**config.mk**
```make
export PLATFORM = sky130hd
export DESIGN_NAME = swfc_ctrl
export DESIGN_NICKNAME = d
export VERILOG_FILES = /design/src/rtl/swfc_ctrl.sv
export SDC_FILE = /design/constraint.sdc
export NUM_CORES = 1
export LEC_CHECK = 0
export BUFFER_PORTS_ARGS = -buffer_cell sky130_fd_sc_hd__buf_2
export CORE_MARGIN = 5
export CORE_UTILIZATION = 47
export CTS_CLUSTER_DIAMETER = 60
export DETAILED_ROUTE_END_ITERATION = 12
export PLACE_DENSITY = 0.77
export SLEW_MARGIN = 0
export SYNTH_ARGS = -nofsm -noshare
export SYNTH_HDL_FRONTEND = slang
export SYNTH_SLANG_ARGS = --single-unit
```
**constraint.sdc**
```tcl
create_clock -name clk -period 2.3 [get_ports clk]
set_input_delay 0.46 -clock clk [delete_from_list [all_inputs] [get_ports clk]]
set_output_delay 0.46 -clock clk [all_outputs]
set_load 0.02 [all_outputs]
```
**src/rtl/swfc_ctrl.sv**
```systemverilog
module swfc_ctrl #(
  parameter int LW = 7
) (
  input  logic          clk,
  input  logic          rst_n,
  input  logic [3:0]    mode,
  input  logic          resume_any,
  input  logic          special_en,
  input  logic [7:0]    xon1,
  input  logic [7:0]    xon2,
  input  logic [7:0]    xoff1,
  input  logic [7:0]    xoff2,
  input  logic [1:0]    word_len,
  input  logic [3:0]    halt_lvl,
  input  logic [3:0]    resume_lvl,
  input  logic          rx_valid,
  input  logic [7:0]    rx_char,
  input  logic          rx_err,
  input  logic          isr_read,
  input  logic [LW-1:0] fifo_level,
  input  logic          inj_ack,
  output logic          tx_halt,
  output logic          xoff_irq,
  output logic          wr_en,
  output logic [7:0]    wr_data,
  output logic          inj_req,
  output logic [7:0]    inj_char
);

  wire [1:0] rm = mode[1:0];
  wire [1:0] tm = mode[3:2];

  logic       pend, pend_off, stash_v, spec_flag;
  logic [7:0] pend_c, stash_d;

  wire pair_rx = rm == 2'b11 && (tm == 2'b11 || tm == 2'b00);
  wire either  = rm == 2'b11 && !pair_rx;
  wire ok      = rx_valid && !rx_err;
  wire spec    = ok && special_en && rx_char == xoff2;
  wire tok_ok  = ok && !spec;

  wire hit_off = ((rm == 2'b10 || either) && rx_char == xoff1) ||
                 ((rm == 2'b01 || either) && rx_char == xoff2);
  wire hit_on  = ((rm == 2'b10 || either) && rx_char == xon1) ||
                 ((rm == 2'b01 || either) && rx_char == xon2);

  wire pair_done = tok_ok && pair_rx && pend && rx_char == (pend_off ? xoff2 : xon2);
  wire keep      = tok_ok && pair_rx && !pair_done && (rx_char == xon1 || rx_char == xoff1);
  wire act_off   = pair_rx ? (pair_done && pend_off)  : (tok_ok && hit_off);
  wire act_on    = pair_rx ? (pair_done && !pend_off) : (tok_ok && hit_on);
  wire store     = rx_valid && !keep && !act_on && !act_off;
  wire flush     = rx_valid && pend && !pair_done;

  always_ff @(posedge clk or negedge rst_n) begin
    if (!rst_n) begin
      tx_halt <= 1'b0; spec_flag <= 1'b0; wr_en <= 1'b0; wr_data <= 8'h00;
      pend <= 1'b0; pend_off <= 1'b0; pend_c <= 8'h00;
      stash_v <= 1'b0; stash_d <= 8'h00;
    end else begin
      wr_en <= 1'b0;
      if (stash_v) begin
        wr_en <= 1'b1; wr_data <= stash_d; stash_v <= 1'b0;
      end
      if (isr_read) spec_flag <= 1'b0;
      if (rx_valid) begin
        if (spec) spec_flag <= 1'b1;
        if (flush) begin
          wr_en <= 1'b1; wr_data <= pend_c;
          stash_v <= store; stash_d <= rx_char;
        end else if (store) begin
          wr_en <= 1'b1; wr_data <= rx_char;
        end
        pend <= keep;
        if (keep) begin
          pend_c <= rx_char; pend_off <= rx_char != xon1;
        end
        if (act_off) tx_halt <= 1'b1;
        else if (act_on || (resume_any && !keep)) tx_halt <= 1'b0;
      end
      if (rm == 2'b00) tx_halt <= 1'b0;
    end
  end

  assign xoff_irq = tx_halt | spec_flag;

  wire [LW-1:0] h_th  = LW'({halt_lvl, 2'b00});
  wire [LW-1:0] r_th  = LW'({resume_lvl, 2'b00});
  wire [7:0]    wmask = 8'hFF >> (2'd3 - word_len);

  logic       busy, kind, idx, xs;
  logic [1:0] stm, run;

  wire xon_need  = xs && (fifo_level <= r_th || tm != stm);
  wire xoff_need = !xs && tm != 2'b00 && fifo_level >= h_th;
  wire sec       = run == 2'b01 || (run == 2'b11 && idx);

  always_ff @(posedge clk or negedge rst_n) begin
    if (!rst_n) begin
      busy <= 1'b0; kind <= 1'b0; idx <= 1'b0; xs <= 1'b0;
      stm <= 2'b00; run <= 2'b00;
    end else if (!busy) begin
      if (xon_need) begin
        busy <= 1'b1; kind <= 1'b0; run <= stm; idx <= 1'b0;
      end else if (xoff_need) begin
        busy <= 1'b1; kind <= 1'b1; run <= tm; idx <= 1'b0;
      end
    end else if (inj_ack) begin
      if (run == 2'b11 && !idx) idx <= 1'b1;
      else begin
        busy <= 1'b0;
        if (kind) begin xs <= 1'b1; stm <= run; end
        else xs <= 1'b0;
      end
    end
  end

  assign inj_req  = busy;
  assign inj_char = (kind ? (sec ? xoff2 : xoff1) : (sec ? xon2 : xon1)) & wmask;

  AST_ERR_STORED: assert property (@(posedge clk) disable iff (!rst_n)
    rx_valid && rx_err |=> wr_en);
  AST_HALT_FROM_RX: assert property (@(posedge clk) disable iff (!rst_n)
    $rose(tx_halt) |-> $past(rx_valid));
  AST_SPEC_NO_HALT: assert property (@(posedge clk) disable iff (!rst_n)
    rx_valid && !rx_err && special_en && rx_char == xoff2 |=> !$rose(tx_halt));
  AST_ISR_CLEAR: assert property (@(posedge clk) disable iff (!rst_n)
    isr_read && !rx_valid |=> !xoff_irq || tx_halt);
  AST_REQ_HELD: assert property (@(posedge clk) disable iff (!rst_n)
    inj_req && !inj_ack |=> inj_req);

endmodule

```
==> flow_metrics.env <==
export IMPL_status="finished, violations left"
export IMPL_violations="setup timing"
export IMPL_yosys_area_share_simple_pct=10.2
export IMPL_synth_edf_count=0
export IMPL_syn_area_um2=2870
export IMPL_skew_ns=0.00382
export IMPL_worst_slack_ns=-0.155
export IMPL_synth_xor_area_share_pct=11.9
export IMPL_finalHoldViolations=0
export IMPL_syn_instance_count=262
export IMPL_final_common_cell="buf_2"
export IMPL_p_sw_uw=1020
export IMPL_h_tree_depth=2
export IMPL_vdd_drop_max_mv=0.516
export IMPL_critPathMaxFanout=5
export IMPL_crit_type="flip-flop to flip-flop"
export IMPL_io_pins=89
export IMPL_viasPerCell=5.94
export IMPL_routedWlPerCell_um=20.3
export IMPL_ys_ff_latch=38
export IMPL_drt_total_wl_um=9810
export IMPL_final_cell_area_um2=4210
export IMPL_fp_coreArea_um2=5920
export IMPL_cellPowerDensity_nw_per_um2=655
export IMPL_ant_nets=0
export IMPL_hold_buffers=0
export IMPL_antennaDiodeCount=0
export IMPL_crit_chain="buf_6 -> mux2i_4 -> xor2_1 -> nand2_1 -> buf_4 -> o32ai_4 -> o2111ai_4 -> or2_4 -> buf_12 -> a31oi_1"
export IMPL_clockBufferDepth=2
export IMPL_slowest_delay_ns=0.43
export IMPL_ys_seq_area_share_pct=33.2
export IMPL_portBuffers=88
export IMPL_drive_gt1_share_pct=55.3
export IMPL_clk_pin_slew_ns=0.08
export IMPL_drv_cap=0
export IMPL_async_reset_ff_share_pct=100
export IMPL_reg2reg_slack_ns=-0.16
export IMPL_drv_slew=0
export IMPL_fin_crit_sh_pct=107
export IMPL_cts_tree="built"
export IMPL_clock_sinks=38
export IMPL_muxShareOfSynthArea_pct=19.1
export IMPL_setup_viol=30
export IMPL_cp_slowest_cell="dfrtp_2"
export IMPL_worstSkewPairLatency_ns=0.29
export IMPL_period_needed_ns=2.46
export IMPL_syn_nets=340
export IMPL_synth_compound_area_share_pct=15.1
export IMPL_drt_iter0_markers=253
export IMPL_die_x_um=88.1
export IMPL_seqPwrFrac_pct=33.2
export IMPL_ff2ff_path_depth=10
export IMPL_area_growth_pct=46.6
export IMPL_die_h_um=88.1
export IMPL_place_inst=461
export IMPL_synth_distinct_cells=56
export IMPL_wl_met1_um=3670
export IMPL_layoutNonFillerInstCount=482
export IMPL_synth_top_family_by_area="multiplexers"
export IMPL_place_area_um2=3740
export IMPL_p_int_uw=1740
export IMPL_rows=28
export IMPL_highest_layer="met4"
export IMPL_gr_total_overflow=0
export IMPL_p_leak_uw=0.00195
export IMPL_fmax_ghz=0.407
export IMPL_antenna_found_initial=0
export IMPL_worstPathRequired_ns=2.51
export IMPL_worst_pin_slew_ns=0.886
export IMPL_dp_hpwl_um=6480
export IMPL_worstPathArrival_ns=2.67
export IMPL_grt_max_degree=39
export IMPL_wl_met3_um=816
export IMPL_rsz0062_at_grt="yes"
export IMPL_avgSynthCellArea_um2=10.9
export IMPL_synth_fa_ha_area_share_pct=3.93
export IMPL_drcViolationCount=0
export IMPL_r2r_start="pend_off$_DFFE_PN0P_"
export IMPL_first_global_vias=2905
export IMPL_p_clk_share_pct=18.0
export IMPL_cp_start_kind="flip-flop"
export IMPL_numCtsBuffers=5
export IMPL_place_gp_congestion=0.906
export IMPL_die_area_um2=7760
export IMPL_synthFlopType="dfrtp_1"
export IMPL_combPwrFrac_pct=48.7
export IMPL_gr_usage_all_layers_pct=23.7
export IMPL_root_buffer="clkbuf_8"
export IMPL_num_vias=2863
export IMPL_nets=484
export IMPL_yosysWarnings=0
export IMPL_slew_headroom_pct=40.9
export IMPL_grt_pass1_wl_um=14100
export IMPL_place_ws_ns=-0.235
export IMPL_holdCritPathClass="primary input to async pin"
export IMPL_critPathCaptureType="flip-flop"
export IMPL_wl_met2_um=4760
export IMPL_layout_common_cells="80 x buf_2, 52 x buf_4, 37 x dfrtp_1"
export IMPL_r2r_end="wr_data[0]$_DFF_PN0_"
export IMPL_start_util_pct=48.4
export IMPL_switching_share_pct=36.9
export IMPL_first_pass_iters=5
## per-layer routing
| metal | vias to the layer above | track usage [%] |
|---|---|---|
| met5 | - | 0 |
| met4 | 0 | 11.1 |
| met3 | 65 | 4.70 |
| met2 | 196 | 40.1 |
| met1 | 1350 | 28.9 |
| li1 | 1252 | - |
## critical path: cells and delay by family, from the launching register on
kind                      cells  cell delay (ns)
AOI/OAI and AO/OA             3             0.59
muxes                         1             0.24
xor gates and xnor gates      1             0.22
DFF                           1             0.43
and+or+nand+nor               2             0.44
buffers and inverters         3             0.44
## how the worst max path moves through the flow
| stage | slack [ns] | end | startpoint | cells past startpoint |
|---|---|---|---|---|
| 2_1_floorplan | -0.05 | stash_d[5]$_DFFE_PN0P_ | rx_char[7] | 8 |
| 3_3_place_gp | -0.16 | idx$_DFFE_PN0P_ | fifo_level[2] | 10 |
| 3_5_place_dp | -0.23 | idx$_DFFE_PN0P_ | fifo_level[2] | 10 |
| 4_1_cts | -0.02 | inj_char[1] | idx$_DFFE_PN0P_ | 4 |
| 5_1_grt | -0.19 | wr_data[0]$_DFF_PN0_ | pend_off$_DFFE_PN0P_ | 10 |
| 6_report | -0.16 | wr_data[0]$_DFF_PN0_ | pend_off$_DFFE_PN0P_ | 10 |
## state kept, by name, summed over array words and instances (netlist names)
signal     cells
run            2
tx_halt        1
spec_flag      1
pend           1
pend_c         8
stash_d        8
xs             1
stash_v        1
kind           1
pend_off       1
wr_data        8
idx            1
stm            2
wr_en          1
inj_req        1
## cells by family (layout without fill, tap and decap cells)
kind of cell,after synthesis,count (layout)
AO/OA/AOI/OAI,49,49
adder cells (fa/ha/maj),9,9
multiplexers,43,43
buffers and inverters,32,176
flip-flops,38,38
XOR/XNOR,39,39
AND/OR/NAND/NOR,52,53
## cells in the mapped netlist (2+ instances only)
cell type  number  area share (%)
a2111oi_0       3            0.92
a21oi_1         3            0.52
a31oi_1         8             1.7
and2_1          2            0.44
buf_2           3            0.52
buf_6           9             3.5
clkbuf_1        3            0.39
dfrtp_1        38              33
ha_1            9             3.9
inv_1          16             2.1
mux2_1          3             1.2
mux2_2         16             6.3
mux2i_1        16             5.6
mux4_2          7             5.5
nand2_1        14             1.8
nand3_1         2            0.35
nand4_1         7             1.5
nor2_1          9             1.2
nor2b_1         3            0.65
nor3_1          2            0.35
nor4_1          3            0.65
o21a_1          3            0.79
o21ai_0         5            0.87
o21ai_2         2            0.61
o32ai_1         8             2.4
xnor2_1        33              10
xor2_1          6             1.8
## power by group through the flow
stage | Sequential, uW | Clock (uW) | Combinational (uW)
6_report | 915 | 497 | 1340
5_1_grt | 929 | 536 | 1430
4_1_cts | 895 | 497 | 1140
3_5_place_dp | 905 | 0 | 1040
3_3_place_gp | 900 | 0 | 1020
2_1_floorplan | 866 | 0 | 701
## what timing repair did
item | in CTS | in global routing
setup endpoints to repair | 35 | 37
cloned | 2 | 1
setup buffers | 5 | 7
gates resized for setup | 19 | 45
pin swaps | 6 | 11
## per-stage QoR
stage | util, % | TNS, ns | hold slack (ns) | total power, uW
6_report | 71.0 | -2.87 | 0.276 | 2760
5_1_grt | 71.0 | -3.95 | 0.344 | 2900
4_1_cts | 67.9 | -0.125 | 0.286 | 2530
3_5_place_dp | 63.2 | -4.02 | 0.483 | 1950
3_3_place_gp | 63.2 | -2.55 | 0.474 | 1920
2_1_floorplan | - | -0.138 | 0.164 | 1570
## cell type report
cell class              count  area, um2
multi-input cells         193       1950
fillers                   396       1720
repair buffers            152       1060
flip-flops and latches     38        952
well taps                  75       93.8
clock buffers               6       82.6
inverters                  16       60.1
clock inverters             2       12.5
(Power assumes the default switching activity.)
